## src/rtl/pinmux_pkg.sv

```systemverilog
package pinmux_pkg;
  localparam int unsigned PIN_CNT  = 4;
  localparam int unsigned IDX_OBF  = 0;
  localparam int unsigned IDX_IBF  = 1;
  localparam int unsigned IDX_DRQ  = 2;
  localparam int unsigned IDX_ACK  = 3;
  localparam logic [PIN_CNT-1:0] PORT_RST_VAL = '1;

  typedef struct packed {
    logic flags;
    logic dma;
  } pin_mode_t;
endpackage

```

## src/rtl/pin_rst_sync.sv

```systemverilog
module pin_rst_sync #(
  parameter int unsigned STAGES = 2
) (
  input  logic clk,
  input  logic arst_n,
  output logic rst_n_o
);
  logic [STAGES-1:0] sync_q;
  logic [STAGES-1:0] sync_d;

  always_comb begin
    sync_d = {sync_q[STAGES-2:0], 1'b1};
  end

  always_ff @(posedge clk or negedge arst_n) begin
    if (!arst_n) sync_q <= '0;
    else         sync_q <= sync_d;
  end

  assign rst_n_o = sync_q[STAGES-1];
endmodule

```

## src/rtl/pin_mode_reg.sv

```systemverilog
module pin_mode_reg
  import pinmux_pkg::*;
(
  input  logic      clk,
  input  logic      rst_n,
  input  logic      set_flags,
  input  logic      set_dma,
  output pin_mode_t mode_o
);
  pin_mode_t mode_q;
  pin_mode_t mode_d;
  logic      mode_en;

  always_comb begin
    mode_en     = set_flags | set_dma;
    mode_d      = mode_q;
    mode_d.flags = mode_q.flags | set_flags;
    mode_d.dma   = mode_q.dma   | set_dma;
  end

  always_ff @(posedge clk or negedge rst_n) begin
    if (!rst_n)       mode_q <= '0;
    else if (mode_en) mode_q <= mode_d;
  end

  assign mode_o = mode_q;
endmodule

```

## src/rtl/pin_port_latch.sv

```systemverilog
module pin_port_latch #(
  parameter int unsigned         W       = 4,
  parameter logic [W-1:0]        RST_VAL = '1
) (
  input  logic         clk,
  input  logic         rst_n,
  input  logic         wr_en,
  input  logic [W-1:0] wdata,
  output logic [W-1:0] q_o
);
  logic [W-1:0] q;

  always_ff @(posedge clk or negedge rst_n) begin
    if (!rst_n)     q <= RST_VAL;
    else if (wr_en) q <= wdata;
  end

  assign q_o = q;
endmodule

```

## src/rtl/pin_drq_ctrl.sv

```systemverilog
module pin_drq_ctrl (
  input  logic clk,
  input  logic rst_n,
  input  logic dma_en,
  input  logic port_wr,
  input  logic req_bit,
  input  logic rearm,
  input  logic host_rd_n,
  input  logic host_wr_n,
  input  logic dack_n,
  output logic drq_o
);
  logic rd_q, wr_q, ack_q;
  logic drq_q, drq_d;
  logic rd_trail, wr_trail, ack_hit, req_set;

  always_comb begin
    rd_trail = ~rd_q & host_rd_n;
    wr_trail = ~wr_q & host_wr_n;
    ack_hit  = (rd_trail | wr_trail) & ~ack_q;
    req_set  = dma_en & port_wr & req_bit;
    drq_d    = drq_q;
    if (req_set)           drq_d = 1'b1;
    if (ack_hit || rearm)  drq_d = 1'b0;
  end

  always_ff @(posedge clk or negedge rst_n) begin
    if (!rst_n) begin
      rd_q  <= 1'b1;
      wr_q  <= 1'b1;
      ack_q <= 1'b1;
      drq_q <= 1'b0;
    end else begin
      rd_q  <= host_rd_n;
      wr_q  <= host_wr_n;
      ack_q <= dack_n;
      drq_q <= drq_d;
    end
  end

  assign drq_o = drq_q;
endmodule

```

## src/rtl/pin_func_mux.sv

```systemverilog
module pin_func_mux
  import pinmux_pkg::*;
(
  input  logic               clk,
  input  logic               rst_n,
  input  logic               port_wr,
  input  logic [PIN_CNT-1:0] port_wdata,
  input  logic               en_flags_cmd,
  input  logic               en_dma_cmd,
  input  logic               ibf,
  input  logic               obf,
  input  logic               dack_n,
  input  logic               host_rd_n,
  input  logic               host_wr_n,
  output logic [PIN_CNT-1:0] pins_o
);
  logic               rst_n_int;
  pin_mode_t          mode;
  logic               flags_en;
  logic               dma_en;
  logic [PIN_CNT-1:0] port_q;
  logic               drq;

  pin_rst_sync #(.STAGES(2)) u_rst (
    .clk    (clk),
    .arst_n (rst_n),
    .rst_n_o(rst_n_int)
  );

  pin_mode_reg u_mode (
    .clk      (clk),
    .rst_n    (rst_n_int),
    .set_flags(en_flags_cmd),
    .set_dma  (en_dma_cmd),
    .mode_o   (mode)
  );

  assign flags_en = mode.flags;
  assign dma_en   = mode.dma;

  pin_port_latch #(.W(PIN_CNT), .RST_VAL(PORT_RST_VAL)) u_port (
    .clk  (clk),
    .rst_n(rst_n_int),
    .wr_en(port_wr),
    .wdata(port_wdata),
    .q_o  (port_q)
  );

  pin_drq_ctrl u_drq (
    .clk      (clk),
    .rst_n    (rst_n_int),
    .dma_en   (dma_en),
    .port_wr  (port_wr),
    .req_bit  (port_wdata[IDX_DRQ]),
    .rearm    (en_dma_cmd),
    .host_rd_n(host_rd_n),
    .host_wr_n(host_wr_n),
    .dack_n   (dack_n),
    .drq_o    (drq)
  );

  always_comb begin
    pins_o = port_q;
    if (flags_en) begin
      pins_o[IDX_OBF] = port_q[IDX_OBF] & obf;
      pins_o[IDX_IBF] = port_q[IDX_IBF] & ~ibf;
    end
    if (dma_en) begin
      pins_o[IDX_DRQ] = drq;
    end
  end
endmodule

```

## config.mk

```make
export PLATFORM = sky130hd
export DESIGN_NAME = pin_func_mux
export DESIGN_NICKNAME = d
export VERILOG_FILES = /design/src/rtl/pinmux_pkg.sv /design/src/rtl/pin_rst_sync.sv /design/src/rtl/pin_mode_reg.sv /design/src/rtl/pin_port_latch.sv /design/src/rtl/pin_drq_ctrl.sv /design/src/rtl/pin_func_mux.sv
export SDC_FILE = /design/constraint.sdc
export NUM_CORES = 1
export LEC_CHECK = 0
export ABC_AREA = 1
export BUFFER_PORTS_ARGS = -buffer_cell sky130_fd_sc_hd__buf_2
export CAP_MARGIN = 15
export CORE_MARGIN = 3
export CORE_UTILIZATION = 35
export DETAILED_ROUTE_END_ITERATION = 7
export PLACE_DENSITY = 0.65
export SYNTH_ARGS = -nofsm -noshare
export SYNTH_HDL_FRONTEND = slang
export SYNTH_HIERARCHICAL = 1
export SYNTH_SLANG_ARGS = --single-unit
```

## constraint.sdc

```tcl
create_clock -name clk -period 0.9 [get_ports clk]
set_input_delay 0.09 -clock clk [delete_from_list [all_inputs] [get_ports clk]]
set_output_delay 0.09 -clock clk [all_outputs]
set_load 0.005 [all_outputs]
```

; After elaboration in Yosys (flattened, before gate mapping)
; Index checks and enable logic that the tools add are counted.
[totals]
ff_bits = 12
out_inout_bits = 4
word_cells = 29
inputBits = 14
[classes]
bitwise = 15
n_reduce_logical = 2
muxes = 4
[op_table]
columns = operator, count
row1 = $and 1x1->1, 7
row2 = $not 1->1, 4
row3 = $or 1x1->1, 4
row4 = $mux 1, 3
row5 = $mux 2, 1
row6 = $reduce_bool 2->1, 1
row7 = $logic_or 1x1->1, 1

; Depth between registers and ports, before layout
; Gate-level depths: netlist of run 1.
[logic_depth]
ltp_word = 6
depth_mapped = 4
ltp_nobuf = 4

; Cells and area by module
; The synthesis of run 1 kept the hierarchy.
[by_module_without_submodules]
columns = module, area_each_um2, instances, cells_each, seq_area_each_um2
row1 = pin_port_latch, 153.9, 1, 17, 105.1
row2 = pin_drq_ctrl, 147.6, 1, 15, 103.8
row3 = pin_mode_reg, 72.6, 1, 8, 50.0
row4 = pin_rst_sync, 53.8, 1, 3, 50.0
row5 = pin_func_mux, 38.8, 1, 9, 0.0

; Worst setup path before layout of run 1
; OpenSTA, ideal clock, no wires.
[synth_path]
path_type = register to output
from = reg u_port.q[1], in the netlist u_port/q_o[1]
to = out pins_o[1]
required_time_ns = 0.810
setup_slack_ns = 0.140
path_stages_with_launch = 2
n_path_buf = 0
t_arrival_ns = 0.670
cell_sequence = dfstp_2 a21boi_1
[synth_between]
elab_chain_cells = 2
[synth_lines]
columns = element, line_no
row1 = start: declaration, pin_port_latch.sv:11  ; logic [W-1:0] q;
row2 = start signal: assignment, pin_port_latch.sv:15  ; else if (wr_en) q <= wdata;
row3 = $and 1x1->1, pin_func_mux.sv:66  ; pins_o[IDX_IBF] = port_q[IDX_IBF] & ~ibf;
row4 = $mux 2 (*), pin_func_mux.sv:64  ; if (flags_en) begin
row5 = end: declaration, pin_func_mux.sv:15  ; output logic [PIN_CNT-1:0] pins_o
; Every way passes the cells marked *; elsewhere a longest branch is shown, timed or not.

; Worst setup path after layout of run 1
; Same ends and word-level chain as after synthesis.

==> run summary, run 1 <==
via count: 379
final core occ: 0.572
CP startpoint: u_port/q_o[1]
initial antenna violation count: 0
reg2reg start: u_drq/rd_q
Worst setup SP type: register
total track usage: 0.111
outcome: finished with violations
clock latency on the worst-skew pair: 0.27 ns
VDD IR max: 1.02 mV
DRT Pass-1 Iters: 3
Slew Limit Fails: 0
Yosys top cell area share: 0.394
worst clock skew: 0.000423 ns
Die W: 42.5 um
die span in y: 42.5 um
Setup WS post-layout: -0.228 ns
Die ar.: 1810 um^2
area of the multi-input gates: 120 um^2
WL per Instance: 9.04 um
clk sinks: 12
Nets: 94
Post-Syn Area: 467 um^2
# diodes: 0
Final HPWL DP: 603 um
fill cell count: 109
num rows: 12
global route overflow: 0
first-pass GRT wire length: 1.46 mm
CORE AREA: 1170 um^2
I/O pin count: 18
RSZ-0062 raised after global routing: yes
total power: 1.14 mW
RePlAce Congestion: 0.649
Peak Freq: 886 MHz
Mapped Cells: 52
Pwr per Cell Area: 1700 nW/um^2
Sequential Area: 309 um^2
Leak: 0.393 nW
final hold violation count: 0
Unique masters post-synth: 10
share of cells above drive strength 1: 0.380
P&R area growth vs syn: 43.4%
Tmin final: 1.13 ns
largest net degree at the start of global routing: 11
start point of the worst hold path: en_dma_cmd
Hold Path Sink: u_mode/mode_o[0]
CTS tree: done
max cap viols: 0
buffers added on ports: 17
Placement Cell Area: 569 um^2
Worst Hold Depth: 3
reg2reg path depth: 4
top_reg_cell synth: dfstp_2
final setup fails: 4
Synth Register Bits: 12
EDFF count, synth: 0
crit end category: output port
final wirelength: 841 um
Post-synth top cells: nand2_1 (23), inv_1 (10), dfstp_2 (7)
failing checks: negative setup slack
vias in the first global route: 357
fin cells: 93
post-route ant nets: 0
Num CTS Buffers: 3
final instance area: 669 um^2
DP Cell Count: 83
Min-Delay Path Class: input port to register
Mean Syn Cell Area: 8.97 um^2
CTS Buffer Depth: 2
Reg2Reg Setup Slack: 0.09 ns
Ys Warns: 6
Synthesized Nets: 66
CP arrival: 1.04 ns
pre-CTS WS: 0.0438 ns
Via density: 4.08
top cells by area in the synthesized netlist: dfstp_2 (39%), dfrtp_1 (27%), nand2_1 (18%)
worst path required time: 0.81 ns
r2r endpoint: u_drq/drq_o
Reg clk slew, reported paths: 0.07 ns
DRC: 0
final worst path period share: 1.25
top fanout value on the critical path: 2
Starting Density: 0.399
biggest area consumer among synthesized cells: dfstp_2
fraction of registers with async set/reset: 1.00
clock root cell: clkbuf_4
most common cell in the netlist: nand2_1
sequential share of the synthesized area: 0.662
Max H-tree Level: 1
Detailed Route Iter0 Violations: 4
critical path class: register to output port
[sequential cells by signal, summed over array words and instances, names as in the netlist]
signal and cells:
u_drq/drq_o 1, u_port/q_o 4, u_mode/mode_o 2, u_drq/rd_q 1, u_drq/ack_q 1, u_rst/sync_q 2
u_drq/wr_q 1
[how the worst max path moves through the flow]
stage	cells after the start	to	slack (ns)
after CTS	2	pins_o[1]	-0.24
after detailed placement	2	pins_o[1]	0.04
after global placement	2	pins_o[1]	0.06
after global routing	2	pins_o[1]	-0.30
final	2	pins_o[1]	-0.23
after floorplan	1	pins_o[1]	0.14
[critical path, cell delays in order, from the launching register on]
cell and delay (ns):
dfstp_2 0.53, a21boi_2 0.13, buf_2 0.11
[through the flow]
step	hold WS (ns)	TNS (ns)
floorplan	-0.206	0
finish	0.0106	-0.724
detailed placement	-0.122	0
global route	0.00467	-0.948
global placement	-0.123	0
CTS	0.00340	-0.775
[placed cells by master, fill, tap and decap left out, drive strengths merged]
cell,n
a21oi,1
clkbuf,4
conb,1
nand3,2
nor2,1
inv,11
dfstp,7
nand2,23
buf,17
a21boi,1
dfrtp,5
dlygate4sd3,6
[final cells by class]
type,count,area share
Tap cell,14,0.0262
Clock buffer,4,0.0542
Timing Repair Buffer,23,0.217
Multi-Input combinational cell,29,0.179
Inverter,11,0.0617
Sequential cell,12,0.462
[routing by layer]
| metal | vias to the layer above | GRT usage | share of wire |
|---|---|---|---|
| met1 | 164 | 0.121 | 0.42 |
| li1 | 203 | - | - |
| met5 | - | 0 | 0 |
| met3 | 2 | 0.0300 | 0.050 |
| met2 | 10 | 0.185 | 0.51 |
| met4 | 0 | 0.0745 | 0.018 |
[power breakdown]
group | switching (mW) | leakage, nW | total [mW] | internal (mW)
Sequential | 0.0201 | 0.128 | 0.606 | 0.586
Clock | 0.177 | 0.0210 | 0.423 | 0.246
Combinational | 0.0467 | 0.244 | 0.111 | 0.0644
Total | 0.244 | 0.393 | 1.14 | 0.896
[what timing repair did]
| action | 4_1_cts | 5_1_grt |
|---|---|---|
| resized for setup | 1 | 0 |
| setup buffers | 0 | 0 |
| hold buffers | 5 | 1 |
| pin swaps | 1 | 0 |
| setup endpoints to repair | 4 | 4 |
| hold endpoints to repair | 6 | 1 |
[logic make-up (layout without fill, tap and decap cells)]
| kind of cell | count (synthesis) | count (layout) | share of synthesized area |
|---|---|---|---|
| other | 1 | 1 | 0.00804 |
| buffers and inverters | 11 | 38 | 0.0885 |
| AO/OA/AOI/OAI | 2 | 2 | 0.0268 |
| flip-flops | 12 | 12 | 0.662 |
| AND/OR/NAND/NOR | 26 | 26 | 0.214 |
Power figures use the tool's default switching activity.
==> inputs of run 2 (changes only) <==
--- a/config.mk
+++ b/config.mk
@@ -6,8 +6,7 @@
 export NUM_CORES = 1
 export LEC_CHECK = 0
 export ABC_AREA = 1
-export BUFFER_PORTS_ARGS = -buffer_cell sky130_fd_sc_hd__buf_2
-export CAP_MARGIN = 15
+export BUFFER_PORTS_ARGS = -buffer_cell sky130_fd_sc_hd__clkbuf_2
 export CORE_MARGIN = 3
 export CORE_UTILIZATION = 35
 export DETAILED_ROUTE_END_ITERATION = 7
==> run 2 against run 1 <==
The flow still finishes with violations (negative setup slack). Global-route usage decreased by 0.35 points. Non-clock buffer count rose by 4. Die area unchanged. Via count increased by 4.0%. Setup slack worse by 0.0049 ns. Critical path depth unchanged. Register-to-register slack better by 0.02 ns. Clock skew rose by 0.0018 ns. Cell area increased by 6.7%. Sequential share of layout area fell by 2.9 points. Count of clock-buffer cells in the layout did not move.
==> run summary, run 2 (synthesized netlist as in run 1, its figures left out) <==
Via density: 4.06
Num CTS Buffers: 3
share of cells above drive strength 1: 0.373
Leak: 0.413 nW
CTS Buffer Depth: 2
crit end category: output port
Reg clk slew, reported paths: 0.07 ns
final hold violation count: 0
post-route ant nets: 0
I/O pin count: 18
largest net degree at the start of global routing: 11
part of the power in registers: 0.527
Placement Cell Area: 569 um^2
CP Cell Sequence: a21boi_2, clkbuf_2
Starting Density: 0.399
Comb power frac: 0.110
vias in the first global route: 345
CORE AREA: 1170 um^2
CP arrival: 1.04 ns
clock root cell: clkbuf_4
Int Pwr: 0.908 mW
Die W: 42.5 um
sw frac: 0.212
Reg2Reg Setup Slack: 0.11 ns
critical path class: register to output port
Largest register FFs: 4
Tmin final: 1.13 ns
Final HPWL DP: 607 um
highest-count cells in the layout ignoring fill and taps: nand2_1 (23), clkbuf_2 (17), inv_1 (10), dlygate4sd3_1 (10), dfstp_2 (7)
RSZ-0062 raised after global routing: yes
final setup fails: 4
final core occ: 0.610
Die ar.: 1810 um^2
DRC: 0
total track usage: 0.108
top fanout value on the critical path: 2
Metal-1 WL: 392 um
fill cell count: 104
Min-Delay Path Class: input port to register
RePlAce Congestion: 0.649
Max H-tree Level: 1
num rows: 12
clock latency on the worst-skew pair: 0.27 ns
buffers added on ports: 17
VDD IR max: 1.01 mV
die span in y: 42.5 um
first-pass GRT wire length: 1.39 mm
area of the multi-input gates: 125 um^2
crit path max-delay cell type: dfstp_2
Slew Limit Fails: 0
clock power share: 0.363
clk sinks: 12
Detailed Route Iter0 Violations: 1
# diodes: 0
initial antenna violation count: 0
DRT Pass-1 Iters: 2
max incr delay on CP: 0.53 ns
outcome: finished with violations
global route overflow: 0
worst path required time: 0.81 ns
met2 WL: 403 um
final wirelength: 875 um
Hold Slack: 0.0727 ns
DR WL met3: 45 um
Sequential Area: 309 um^2
Setup WS post-layout: -0.233 ns
commonest non-fill, non-tap cell in the layout: nand2_1
CTS tree: done
worst path buffer plus inverter count: 1
worst clock skew: 0.00224 ns
Nets: 98
Peak Freq: 883 MHz
WL per Instance: 9.02 um
Switch Pwr: 0.244 mW
failing checks: negative setup slack
P&R area growth vs syn: 53.1%
Pwr per Cell Area: 1610 nW/um^2
max cap viols: 0
final instance area: 714 um^2
highest metal used: met4
final worst path period share: 1.26
Worst setup SP type: register
cell family with the largest share of critical-path delay: flip-flops
via count: 394
-- run 2: changes by cell type in the layout (fill, tap and decap cells not counted) --
cell | previous run | this run
nand3_1 | 2 | 1
nand3_2 | 0 | 1
dlygate4sd3_1 | 6 | 10
clkbuf_2 | 0 | 17
buf_2 | 17 | 0
-- run 2: cell type report --
class,instances,area share
inverters,11,0.0578
multi-input cells,29,0.175
repair buffers,27,0.259
clock buffers,4,0.0508
well taps,14,0.0245
flip-flops and latches,12,0.433
-- run 2: worst paths after layout --
path / startpoint / endpoint / depth (start not counted)
hold reg to reg: u_rst/sync_q[1] / u_drq/drq_o / 0
setup reg to reg: u_drq/rd_q / u_drq/drq_o / 4
max in group asynchronous: u_rst/sync_q[1] / u_drq/wr_q / 0
setup / recovery: u_port/q_o[1] / pins_o[1] / 2
min in group asynchronous: rst_n / u_rst/sync_q[1] / 2
hold / removal: port_wr / u_port/q_o[0] / 3
-- run 2: tightest hold or removal path, cell delays in order --
cell and delay (ns):
clkbuf_2 0.13, nand2_1 0.07, nand2_1 0.05
-- run 2: power groups by stage --
stage / Combinational, mW / Clock, mW / Sequential [mW]
floorplan: 0.0389 / 0 / 0.612
global placement: 0.0889 / 0 / 0.615
detailed placement: 0.0905 / 0 / 0.617
CTS: 0.123 / 0.442 / 0.608
global route: 0.144 / 0.465 / 0.613
finish: 0.127 / 0.418 / 0.608
-- run 2: routing by layer --
metal,vias up,track usage
li1,211,-
met1,167,0.124
met2,11,0.164
met3,5,0.0129
met4,0,0.112
met5,-,0
-- run 2: timing repair --
action / in CTS / in global routing
gates resized for setup: 1 / 1
setup endpoints to repair: 4 / 4
pin swaps: 1 / 2
endpoints found under the hold margin: 10 / 1
hold buffers: 9 / 1
buffers inserted: 0 / 0
-- run 2: per-stage QoR --
stage                     worst slack [ns]  instances  TNS, ns  power (mW)
after CTS                           -0.253         96   -0.831        1.17
after global routing                -0.288         97   -0.947        1.22
after floorplan                      0.140         52        0       0.651
final                               -0.233         97   -0.744        1.15
after global placement              0.0450         83        0       0.704
after detailed placement            0.0327         83        0       0.708
==> inputs of run 3 (changes only) <==
--- a/config.mk
+++ b/config.mk
@@ -10,7 +10,9 @@
 export CORE_MARGIN = 3
 export CORE_UTILIZATION = 35
 export DETAILED_ROUTE_END_ITERATION = 7
+export GPL_ROUTABILITY_DRIVEN = 0
 export PLACE_DENSITY = 0.65
+export SETUP_SLACK_MARGIN = 0.02
 export SYNTH_ARGS = -nofsm -noshare
 export SYNTH_HDL_FRONTEND = slang
 export SYNTH_HIERARCHICAL = 1
==> constraint.sdc (replaced) <==
create_clock -name clk -period 1.2 [get_ports clk]
set_input_delay 0.12 -clock clk [delete_from_list [all_inputs] [get_ports clk]]
set_output_delay 0.12 -clock clk [all_outputs]
set_load 0.005 [all_outputs]
==> run 3 against run 2 <==
The flow now finishes without violations. Count of clock-buffer cells in the layout unchanged. Hold slack got worse by 0.048 ns. Core utilization decreased by 5.1 points. Combinational power decreased by 38%. Clock skew about the same. First-iteration DRC count unchanged. Highest routed layer unchanged. Total power decreased by 26%. Non-clock buffer count decreased by 6.
==> run summary, run 3 (synthesized netlist as in run 1, its figures left out) <==
CTS Buffer Depth: 2
Nets: 92
Via density: 4.05
DRT Pass-1 Iters: 2
largest net degree at the start of global routing: 11
CP Cell Sequence: a21boi_2, clkbuf_2
final worst path period share: 0.968
Peak Freq: 861 MHz
# diodes: 0
VDD IR max: 0.848 mV
Max H-tree Level: 1
final setup fails: 0
buffers added on ports: 17
vias in the first global route: 336
final hold violation count: 0
WL per Instance: 8.70 um
clock latency on the worst-skew pair: 0.27 ns
num rows: 12
Min-Delay Path Class: input port to register
highest-count cells in the layout ignoring fill and taps: nand2_1 (23), clkbuf_2 (17), inv_1 (10)
Die W: 42.5 um
total power: 0.848 mW
Pwr per Cell Area: 1300 nW/um^2
Detailed Route Iter0 Violations: 1
Final HPWL DP: 607 um
Tmin final: 1.16 ns
worst path buffer plus inverter count: 1
Hold Slack: 0.0251 ns
top fanout value on the critical path: 2
RSZ-0062 raised after global routing: yes
cell family with the largest share of critical-path delay: flip-flops
I/O pin count: 18
Die ar.: 1810 um^2
share of cells above drive strength 1: 0.403
final wirelength: 792 um
outcome: completed
CORE AREA: 1170 um^2
global route overflow: 0
Leak: 0.387 nW
die span in y: 42.5 um
Worst setup SP type: register
critical path class: register to output port
initial antenna violation count: 0
Reg clk slew, reported paths: 0.07 ns
Slew Limit Fails: 0
commonest non-fill, non-tap cell in the layout: nand2_1
crit end category: output port
Num CTS Buffers: 3
Largest register FFs: 4
clk sinks: 12
worst clock skew: 0.00270 ns
first-pass GRT wire length: 1.33 mm
crit path max-delay cell type: dfstp_2
total track usage: 0.103
Starting Density: 0.399
DRC: 0
CP arrival: 1.04 ns
worst path required time: 1.08 ns
CTS tree: done
P&R area growth vs syn: 40.2%
max incr delay on CP: 0.53 ns
via count: 369
post-route ant nets: 0
max cap viols: 0
clock root cell: clkbuf_4
-- run 3: cell types whose count changed in the layout (fill, tap and decap cells not counted) --
cell / previous run / this run
dlygate4sd3_1: 10 / 4
-- run 3: cell type report --
type                       instances  area (um^2)
multi-input combinational         29          125
timing repair buffer              21          125
inverter                          11         41.3
clock buffer                       4         36.3
fill                             108          517
tap                               14         17.5
sequential                        12          309
-- run 3: worst min-delay path, stage by stage --
cell and delay, ns:
clkbuf_2 0.09, nand2_1 0.05, nand2_1 0.04
-- run 3: repair_timing --
action,in CTS,in global routing
endpoints found under the setup margin,1,2
hold buffers,4,0
buffers inserted,0,0
pin swaps,0,2
gates resized for setup,1,1
endpoints found under the hold margin,5,0
-- run 3: per-layer routing --
metal  vias up  routed length [um]  track usage
li1        199                   -            -
met1       154                 347        0.121
met2        11                 363        0.152
met3         5                  46       0.0129
met4         0                  36        0.112
met5         -                   0            0
-- run 3: through the flow --
step / TNS [ns] / cell area [um^2] / util / setup slack (ns) / instances
after floorplan: 0 / 467 / - / 0.410 / 52
after global placement: 0 / 569 / 0.486 / 0.315 / 83
after detailed placement: 0 / 569 / 0.486 / 0.303 / 83
after CTS: 0 / 649 / 0.554 / 0.0165 / 91
after global routing: -0.0273 / 654 / 0.559 / -0.0181 / 91
final: 0 / 654 / 0.559 / 0.0381 / 91
-- run 3: path summary, 6_finish.rpt --
check,from,endpoint,slack (ns),cells past startpoint
max,u_port/q_o[1],pins_o[1],0.04,2
min,port_wdata[2],u_port/q_o[2],0.03,3
max reg2reg,u_drq/rd_q,u_drq/drq_o,0.41,4
min reg2reg,u_rst/sync_q[1],u_drq/drq_o,0.16,0
max in group asynchronous,u_rst/sync_q[1],u_drq/wr_q,0.73,0
min in group asynchronous,u_rst/sync_q[1],u_drq/drq_o,0.16,0
-- run 3: power by group --
group / leakage [nW] / total [mW] / switching (mW) / internal, mW
Combinational: 0.239 / 0.0786 / 0.0342 / 0.0444
Sequential: 0.128 / 0.456 / 0.0160 / 0.440
Clock: 0.0210 / 0.314 / 0.130 / 0.184
